--- src/rtl/mge_pkg.sv ---
package mge_pkg;
  localparam int NIB_W      = 4;
  localparam int BYTE_W     = 8;
  localparam int PIX_PER_B  = BYTE_W;
  localparam int BIDX_W     = $clog2(PIX_PER_B);
  localparam int REP_W      = 2;

  typedef logic [NIB_W-1:0]  nib_t;
  typedef logic [BYTE_W-1:0] byte_t;

  function automatic nib_t expand_bit(input logic b);
    return {NIB_W{b}};
  endfunction
endpackage

--- src/rtl/mge_src.sv ---
module mge_src
  import mge_pkg::*;
#(
  parameter int PIX_W = 16
) (
  input  logic             clk,
  input  logic             rst_n,
  input  logic             load,
  input  logic [PIX_W-1:0] pix_total,
  input  logic [REP_W-1:0] rep_m1,
  input  logic             in_valid,
  input  byte_t            in_data,
  output logic             in_ready,
  output logic             nib_valid,
  output nib_t             nib,
  output logic             nib_last,
  input  logic             nib_ready
);
  logic [PIX_W-1:0]  pix_left;
  byte_t             byte_q;
  logic              have_byte;
  logic [BIDX_W-1:0] bit_idx;
  logic [REP_W-1:0]  rep_cnt;
  logic [REP_W-1:0]  rep_q;

  logic pix_end;
  logic fire;

  assign in_ready  = !have_byte && (pix_left != '0);
  assign nib_valid = have_byte;
  assign nib       = expand_bit(byte_q[bit_idx]);
  assign pix_end   = (rep_cnt == rep_q);
  assign nib_last  = pix_end && (pix_left == PIX_W'(1));
  assign fire      = have_byte && nib_ready;

  always_ff @(posedge clk) begin
    if (!rst_n) begin
      pix_left  <= '0;
      byte_q    <= '0;
      have_byte <= 1'b0;
      bit_idx   <= '0;
      rep_cnt   <= '0;
      rep_q     <= '0;
    end else if (load) begin
      pix_left  <= pix_total;
      rep_q     <= rep_m1;
      rep_cnt   <= '0;
      have_byte <= 1'b0;
      bit_idx   <= '0;
    end else begin
      if (in_valid && in_ready) begin
        byte_q    <= in_data;
        have_byte <= 1'b1;
        bit_idx   <= '0;
      end
      if (fire) begin
        if (pix_end) begin
          rep_cnt  <= '0;
          pix_left <= pix_left - PIX_W'(1);
          bit_idx  <= bit_idx + BIDX_W'(1);
          if (bit_idx == BIDX_W'(PIX_PER_B - 1) || pix_left == PIX_W'(1))
            have_byte <= 1'b0;
        end else begin
          rep_cnt <= rep_cnt + REP_W'(1);
        end
      end
    end
  end
endmodule

--- src/rtl/mge_packer.sv ---
module mge_packer
  import mge_pkg::*;
(
  input  logic  clk,
  input  logic  rst_n,
  input  logic  nib_valid,
  input  nib_t  nib,
  input  logic  nib_last,
  output logic  nib_ready,
  output logic  out_valid,
  output byte_t out_data,
  input  logic  out_ready,
  output logic  last_taken
);
  nib_t  lo_q;
  logic  lo_full;
  byte_t out_q;
  logic  valid_q;
  logic  last_q;
  logic  take;

  assign nib_ready  = !valid_q || out_ready;
  assign take       = valid_q && out_ready;
  assign last_taken = take && last_q;
  assign out_valid  = valid_q;
  assign out_data   = out_q;

  always_ff @(posedge clk) begin
    if (!rst_n) begin
      lo_q    <= '0;
      lo_full <= 1'b0;
      out_q   <= '0;
      valid_q <= 1'b0;
      last_q  <= 1'b0;
    end else begin
      if (take) valid_q <= 1'b0;
      if (nib_valid && nib_ready) begin
        if (lo_full || nib_last) begin
          out_q   <= lo_full ? {nib, lo_q} : {nib_t'(0), nib};
          valid_q <= 1'b1;
          last_q  <= nib_last;
          lo_full <= 1'b0;
        end else begin
          lo_q    <= nib;
          lo_full <= 1'b1;
        end
      end
    end
  end
endmodule

--- src/rtl/mono_gray_expander.sv ---
module mono_gray_expander
  import mge_pkg::*;
#(
  parameter int PIX_W = 16
) (
  input  logic             clk,
  input  logic             rst_n,
  input  logic             start,
  input  logic [PIX_W-1:0] pix_total,
  input  logic [1:0]       seg_per_pix_m1,
  input  logic             in_valid,
  input  logic [7:0]       in_data,
  output logic             in_ready,
  output logic             out_valid,
  output logic [7:0]       out_data,
  input  logic             out_ready,
  output logic             busy,
  output logic             done
);
  logic start_ok;
  logic nib_valid, nib_last, nib_ready, last_taken;
  nib_t nib;

  assign start_ok = start && !busy;

  mge_src #(.PIX_W(PIX_W)) u_src (
    .clk       (clk),
    .rst_n     (rst_n),
    .load      (start_ok),
    .pix_total (pix_total),
    .rep_m1    (seg_per_pix_m1),
    .in_valid  (in_valid),
    .in_data   (in_data),
    .in_ready  (in_ready),
    .nib_valid (nib_valid),
    .nib       (nib),
    .nib_last  (nib_last),
    .nib_ready (nib_ready)
  );

  mge_packer u_pack (
    .clk        (clk),
    .rst_n      (rst_n),
    .nib_valid  (nib_valid),
    .nib        (nib),
    .nib_last   (nib_last),
    .nib_ready  (nib_ready),
    .out_valid  (out_valid),
    .out_data   (out_data),
    .out_ready  (out_ready),
    .last_taken (last_taken)
  );

  always_ff @(posedge clk) begin
    if (!rst_n) begin
      busy <= 1'b0;
      done <= 1'b0;
    end else begin
      done <= last_taken || (start_ok && pix_total == '0);
      if (start_ok && pix_total != '0) busy <= 1'b1;
      else if (last_taken)             busy <= 1'b0;
    end
  end
endmodule

--- config.mk ---
export PLATFORM = sky130hd
export DESIGN_NAME = mono_gray_expander
export DESIGN_NICKNAME = d
export VERILOG_FILES = /design/src/rtl/mge_pkg.sv /design/src/rtl/mge_src.sv /design/src/rtl/mge_packer.sv /design/src/rtl/mono_gray_expander.sv
export SDC_FILE = /design/constraint.sdc
export NUM_CORES = 1
export LEC_CHECK = 0
export ABC_AREA = 1
export BUFFER_PORTS_ARGS = -buffer_cell sky130_fd_sc_hd__buf_2
export CAP_MARGIN = 25
export CORE_MARGIN = 8
export CORE_UTILIZATION = 45
export DETAILED_ROUTE_END_ITERATION = 8
export PLACE_DENSITY = 0.7
export SLEW_MARGIN = 5
export SYNTH_ARGS = -nofsm -noshare
export SYNTH_HDL_FRONTEND = slang
export SYNTH_SLANG_ARGS = --single-unit
--- constraint.sdc ---
create_clock -name clk -period 2.3 [get_ports clk]
set_clock_uncertainty 0.2 [all_clocks]
set_input_delay 0.46 -clock clk [delete_from_list [all_inputs] [get_ports clk]]
set_output_delay 0.46 -clock clk [all_outputs]
set_load 0.02 [all_outputs]
## Yosys cells after proc, flatten, opt, wreduce, memory -nomap -nowiden

Index checks and enable logic that the tools add are counted.

- Bits in registers: 46
- Input port bits: 31
- Output and inout port bits: 12

- Add/sub/neg operators: 3
- Order comparisons: 1
- Equal/unequal tests: 3
- Muxes and demuxes: 20
- Bitwise operators: 3
- Reductions and logical operators: 27

Operator list:

| kind | number |
|---|---|
| $mux 16 | 3 |
| $reduce_bool 16->1 | 2 |
| $eq 16x1->1 const B | 1 |
| $logic_not 16->1 | 1 |
| $sub 16x1->16 const B | 1 |
| $mux 1 | 11 |
| $logic_and 1x1->1 | 9 |
| $mux 3 | 3 |
| $mux 8 | 1 |
| $reduce_and 2->1 | 4 |
| $reduce_bool 2->1 | 3 |
| $logic_or 1x1->1 | 4 |
| $lt 3x4->1 const B | 1 |
| $add 3x1->3 const B | 1 |
| $bmux 1 s3 | 1 |
| $eq 3x3->1 const B | 1 |
| $logic_not 1->1 | 3 |
| $not 1->1 | 3 |
| $add 2x1->2 const B | 1 |
| $eq 2x2->1 | 1 |
| $mux 2 | 1 |
| $reduce_or 2->1 | 1 |

## Depth between registers and ports, before layout

Gate-level depths: netlist (run 1).

- Depth in word-level cells: 7
- Mapped depth: 11

## By module

From an unflattened synthesis (run 1), not the netlist that was laid out.

- Cells, all modules: 447
- Area total of the unflattened synthesis: 2837.7 µm²

Modules (own cells, without submodules):

| module | instances | cells an instance | area an instance (µm²) |
|---|---|---|---|
| mge_src | 1 | 322 | 2004.4 |
| mge_packer | 1 | 99 | 688.2 |
| mono_gray_expander | 1 | 26 | 145.1 |

## Least setup slack after synthesis (run 1)

Ideal clock, no wire load.

- Path type: reg2out
- Start: register u_src.pix_left[0]
- End: output port in_ready
- Data arrival time: 1203 ps
- Required time: 1640 ps
- Setup slack: 437 ps
- Cell stages (with the launch flop): 6
- Cells stage by stage: dfxtp_1 inv_1 ha_1 nand2_2 nor2_4 a21oi_1

- Cells in the longest elaborated chain, start to end: 2

RTL lines:

| element | line | text |
|---|---|---|
| start: declaration | mge_src.sv:19 | `logic [PIX_W-1:0] pix_left;` |
| start signal: assignment | mge_src.sv:45 | `pix_left <= pix_total;` |
| start signal: assignment | mge_src.sv:59 | `pix_left <= pix_left - PIX_W'(1);` |
| $reduce_bool 16->1 | mge_src.sv:29 | `assign in_ready = !have_byte && (pix_left != '0);` |
| $logic_and 1x1->1 | mge_src.sv:29 |  |
| end: declaration | mono_gray_expander.sv:13 | `output logic in_ready,` |

No other way between the ends.

## Worst setup path in the final report (run 1)

Same ends and word-level chain as after synthesis.

==> impl_metrics.json, run 1 <==
{
  "hold_viol": 0,
  "drtIter0Drc": 96,
  "cellPowerDensity_mw_per_mm2": 739,
  "crit_arrival_ns": 1.53,
  "most-common-layout-cells": "nand2_1 (116), nor2_1 (58), inv_1 (43), buf_2 (41), dfxtp_1 (39)",
  "synthCells": 376,
  "cts_max_level": 2,
  "finalPower_mw": 2.05,
  "clock_latency_ns": 0.30,
  "synth_mux_area_frac": 0,
  "drt_pass1_iterations": 4,
  "min_path_type": "in -> reg",
  "syn_area_per_cell_um2": 6.37,
  "route.detailed.drc": 0,
  "p_seq_frac": 0.399,
  "cts_tree": "built",
  "ys_seq_area_frac": 0.334,
  "cts_made_buffers": 5,
  "grt_overflow": 0,
  "cts_setup_buffers": 0,
  "grt_pass1_wl_um": 9680,
  "routed_wl_um": 5810,
  "critPathLaunchType": "flop",
  "yosys.area_share.simple": 0.421,
  "mostFrequentLayoutCell": "nand2_1",
  "cts.sinks": 40,
  "switching_power_mw": 0.722,
  "synth_compound_area_frac": 0.106,
  "finalWorstSetupSlack_ns": 0.112,
  "gr-usage-all-layers": 0.157,
  "pin_count": 43,
  "n_antenna_cell": 0,
  "syn_area_mm2": 0.00240,
  "synth_adder_area_share": 0.0209,
  "p_clk_frac": 0.300,
  "end_kind": "output pin",
  "dp_slack_ns": 0.386,
  "switching_share": 0.353,
  "grt_pass1_vias": 2197,
  "yosys_register_bits": 40,
  "synth_xor_xnor_area_share": 0.0110,
  "initial_utilization": 0.466,
  "timing_worst_setup_path_type": "reg -> out",
  "final_antenna_net_count": 0,
  "yosys_warnings": 0,
  "status": "finished clean",
  "synth_cell_type_count": 33,
  "wire_per_inst_um": 11.9,
  "fin_crit_ns": 2.19,
  "area_growth_pct": 15.7,
  "die_x_um": 89.0,
  "root_buffer": "clkbuf_8",
  "rows": 26,
  "clockBufferDepth": 2,
  "finalNetCount": 452,
  "fin_crit_sh": 0.951,
  "combPwrFrac": 0.302,
  "slew_violations": 0,
  "synth_top_family_by_area": "simple AND/OR/NAND/NOR gates",
  "numPortBuffers": 42,
  "routabilityCongestion": 0.871,
  "fp.dieArea_mm2": 0.00792,
  "die_h_um": 89.0,
  "num_vias": 2328,
  "slew_headroom": 0.778,
  "syn_nets": 411,
  "worst_pin_slew_ns": 0.332,
  "peakVddDrop_uv": 286,
  "internal_power_mw": 1.33,
  "clk_pin_slew_ns": 0.08,
  "antenna_found_initial": 0,
  "setup_tns_ns": 0,
  "grt_max_degree": 20,
  "nFillCells": 529,
  "max_freq_ghz": 0.457,
  "crit_required_ns": 1.64,
  "path_max_fanout": 8,
  "rsz0062_at_grt": "false",
  "final-setup-viol-count": 0,
  "drive_gt1_frac": 0.177,
  "core-area_mm2": 0.00514,
  "hpwlAfterDp_um": 4520,
  "drv_cap": 0,
  "leakagePower_nw": 1.37,
  "avgViaCountPerCell": 4.77
}
[area by class of cell]
class                      count  area [um2]  area share
clock inverter                 2        38.8      0.0140
multi-input combinational    276        1340       0.483
sequential                    40         802       0.289
clock buffer                   6        82.6      0.0298
inverter                      48         180      0.0650
tap                           70        87.6      0.0316
timing repair buffer          46         243      0.0875
[critical path: stages (launching register included)]
cell and delay, ns:
dfxtp_2 0.34, inv_1 0.09, ha_1 0.20, nand2_2 0.11, nor2_4 0.21, a21oi_1 0.12
buf_4 0.17
[per-stage QoR]
step,utilization,hold slack (ns),instances,area [um2]
after floorplan,-,0.244,376,2400
after global placement,0.515,0.256,480,2650
after detailed placement,0.515,0.256,480,2650
after CTS,0.539,0.171,488,2770
after global routing,0.539,0.178,488,2770
final,0.539,0.178,488,2770
[power groups by stage]
stage	Combinational, mW	Sequential [mW]	Clock [mW]
after floorplan	0.478	0.825	0
after global placement	0.608	0.830	0
after detailed placement	0.617	0.832	0
after CTS	0.619	0.816	0.627
after global routing	0.709	0.827	0.650
final	0.618	0.816	0.614
[cells by family after synthesis]
| family | after synthesis |
|---|---|
| AND/OR/NAND/NOR | 223 |
| AO/OA/AOI/OAI | 46 |
| XOR/XNOR | 3 |
| adder cells (fa/ha/maj) | 4 |
| buffers and inverters | 60 |
| flip-flops | 40 |
[repair_timing]
| action | CTS | global route |
|---|---|---|
| hold buffers | 0 | 0 |
| endpoints found under the setup margin | 0 | 1 |
| resized for setup | 0 | 2 |
[flip-flops by register name, indices dropped and copies added (netlist names)]
name / cells
busy: 1
done: 1
u_pack.last_q: 1
u_pack.lo_full: 1
u_pack.lo_q: 1
u_pack.out_data: 2
u_pack.out_valid: 1
u_src.bit_idx: 3
u_src.byte_q: 8
u_src.nib_valid: 1
u_src.pix_left: 16
u_src.rep_cnt: 2
u_src.rep_q: 2
[path summary, 6_finish.rpt]
check	start	end	slack, ns	cells past startpoint
worst max-delay path	u_src.pix_left[0]	in_ready	0.11	6
worst min-delay path	in_data[0]	u_src.byte_q[0]	0.18	3
worst max register to register	u_src.nib_valid	u_src.pix_left[14]	0.62	9
worst min register to register	u_pack.last_q	u_pack.last_q	0.27	2
[Yosys cell counts (all sizes together)]
cell type / instances / share of area
nand2: 119 / 0.19
nor2: 65 / 0.13
inv: 47 / 0.074
dfxtp: 40 / 0.33
nand3: 30 / 0.072
a21oi: 23 / 0.053
o21ai: 16 / 0.033
buf: 8 / 0.026
clkbuf: 4 / 0.0063
ha: 4 / 0.021
nand4: 4 / 0.017
a31oi: 3 / 0.0078
xor2: 3 / 0.011
nand3b: 2 / 0.0063
nor3: 2 / 0.0042
a211oi: 1 / 0.0031
a22oi: 1 / 0.0031
clkinv: 1 / 0.0016
nor4: 1 / 0.0026
o21bai: 1 / 0.0031
o22ai: 1 / 0.0026
[per-layer routing]
layer / part of all wire / wire length (um) / vias up / track usage
met1: 0.45 / 2610 / 1003 / 0.188
met5: 0 / 0 / - / 0
met3: 0.057 / 332 / 7 / 0.0313
met2: 0.48 / 2780 / 59 / 0.269
met4: 0.014 / 82 / 0 / 0.0619
li1: - / - / 1259 / -
No activity file was read; power rests on OpenSTA's default activity.
==> run 2: changes to the inputs <==
==> constraint.sdc (replaced) <==
create_clock -name clk -period 2.1 [get_ports clk]
set_clock_uncertainty 0.2 [all_clocks]
set_input_delay 0.42 -clock clk [delete_from_list [all_inputs] [get_ports clk]]
set_output_delay 0.42 -clock clk [all_outputs]
set_load 0.02 [all_outputs]
==> impl_metrics.json, run 2 (synthesized netlist as in run 1, its figures left out) <==
{
  "status": "finished clean",
  "drv_cap": 0,
  "grt_overflow": 0,
  "mostFrequentLayoutCell": "nand2_1",
  "min_path_type": "in -> reg",
  "setup_tns_ns": 0,
  "leakagePower_nw": 1.36,
  "drive_gt1_frac": 0.186,
  "end_kind": "output pin",
  "routabilityCongestion": 0.874,
  "drtIter0Drc": 111,
  "clk_pin_slew_ns": 0.08,
  "holdPathEnd": "u_src.byte_q[2]",
  "clock_latency_ns": 0.29,
  "num_vias": 2374,
  "min_from": "in_data[2]",
  "final_antenna_net_count": 0,
  "routed_wl_um": 5770,
  "hold_viol": 0,
  "die_x_um": 89.0,
  "core-area_mm2": 0.00514,
  "worst_pin_slew_ns": 0.325,
  "max_freq_ghz": 0.497,
  "numPortBuffers": 42,
  "largest_register_ff_count": 16,
  "reg2reg_from": "u_src.pix_left[0]",
  "grt_max_degree": 20,
  "fp.dieArea_mm2": 0.00792,
  "crit_chain": "inv_1, ha_2, nand2_4, nor2_4, a21oi_1, buf_4",
  "drt_pass1_iterations": 4,
  "cellPowerDensity_mw_per_mm2": 760,
  "crit_required_ns": 1.48,
  "slew_violations": 0,
  "final_cells": 489,
  "finalPower_mw": 2.10,
  "hpwlAfterDp_um": 4430,
  "holdWs_ns": 0.144,
  "crit_arrival_ns": 1.39,
  "initial_utilization": 0.466,
  "dp_cells": 480,
  "ff2ff_path_depth": 10,
  "grt_pass1_vias": 2203,
  "cts_max_level": 2,
  "fin_crit_sh": 0.958,
  "avgViaCountPerCell": 4.85,
  "grt_pass1_wl_um": 9540,
  "cts_made_buffers": 5,
  "holdPathStages": 3,
  "cts.sinks": 40,
  "die_h_um": 89.0,
  "most-common-layout-cells": "nand2_1 (116), nor2_1 (57), inv_1 (43), buf_2 (41), dfxtp_1 (38)",
  "rsz0062_at_grt": "false",
  "nFillCells": 534,
  "n_antenna_cell": 0,
  "pin_count": 43,
  "slew_headroom": 0.782,
  "top_regs": "u_src.pix_left x16, u_src.byte_q x8, u_src.bit_idx x3",
  "wire_per_inst_um": 11.8,
  "crit_path_max_incr_delay_ns": 0.35,
  "reg2reg_to": "u_src.byte_q[4]",
  "area_growth_pct": 15.1,
  "peakVddDrop_uv": 341,
  "cts_tree": "built",
  "critPathLaunchType": "flop",
  "dp_slack_ns": 0.232,
  "finalNetCount": 454,
  "antenna_found_initial": 0,
  "root_buffer": "clkbuf_8",
  "rows": 26,
  "finalWorstSetupSlack_ns": 0.0876,
  "postCtsHoldBufs": 0,
  "cp_slowest_cell": "dfxtp_2",
  "rrSetupSlack_ns": 0.38,
  "final-setup-viol-count": 0,
  "timing_worst_setup_path_type": "reg -> out",
  "gr-usage-all-layers": 0.153,
  "path_max_fanout": 4,
  "fin_crit_ns": 2.01,
  "clockBufferDepth": 2,
  "route.detailed.drc": 0,
  "regMostFlops": "u_src.pix_left"
}
run 2: layer usage:
metal  share of wire  track usage
met4           0.015       0.0650
met5               0            0
met2            0.46        0.257
met1            0.46        0.187
met3           0.062       0.0276
run 2: repair_timing:
action / in CTS / in global routing
resized for setup: 2 / 4
cloned: 0 / 0
pin swaps: 1 / 3
setup endpoints to repair: 1 / 1
buffers inserted: 1 / 1
run 2: worst max path at each step:
stage	slack (ns)	endpoint	cells past startpoint	start
2_1_floorplan	0.28	in_ready	5	u_src.pix_left[0]
3_3_place_gp	0.25	in_ready	6	u_src.pix_left[0]
3_5_place_dp	0.23	in_ready	6	u_src.pix_left[0]
4_1_cts	0.01	in_ready	6	u_src.pix_left[0]
5_1_grt	0.01	in_ready	6	u_src.pix_left[0]
6_report	0.09	in_ready	6	u_src.pix_left[0]
run 2: critical path, delay by kind of cell (launching register included):
family,cells,cell delay (ns)
and+or+nand+nor,2,0.13
adders and majority gates,1,0.21
DFF,1,0.35
AOI/OAI and AO/OA,1,0.17
buffers and inverters,2,0.24
run 2: report_power, final:
group          internal (mW)  switching [mW]  total [mW]
Sequential             0.835          0.0614       0.897
Combinational          0.243           0.457       0.700
Clock                  0.225           0.274       0.500
run 2: cell type report:
cell class	count	area, um2	share of cell area
clock buffer	5	68.8	0.0249
clock inverter	2	12.5	0.00454
inverter	48	180	0.0653
multi-input combinational	276	1350	0.489
sequential	40	803	0.291
tap	70	87.6	0.0317
timing repair buffer	48	258	0.0934
run 2: per-stage QoR:
stage,utilization,cell area [um2]
after floorplan,-,2400
after global placement,0.515,2650
after detailed placement,0.515,2650
after CTS,0.533,2740
after global routing,0.537,2760
final,0.537,2760
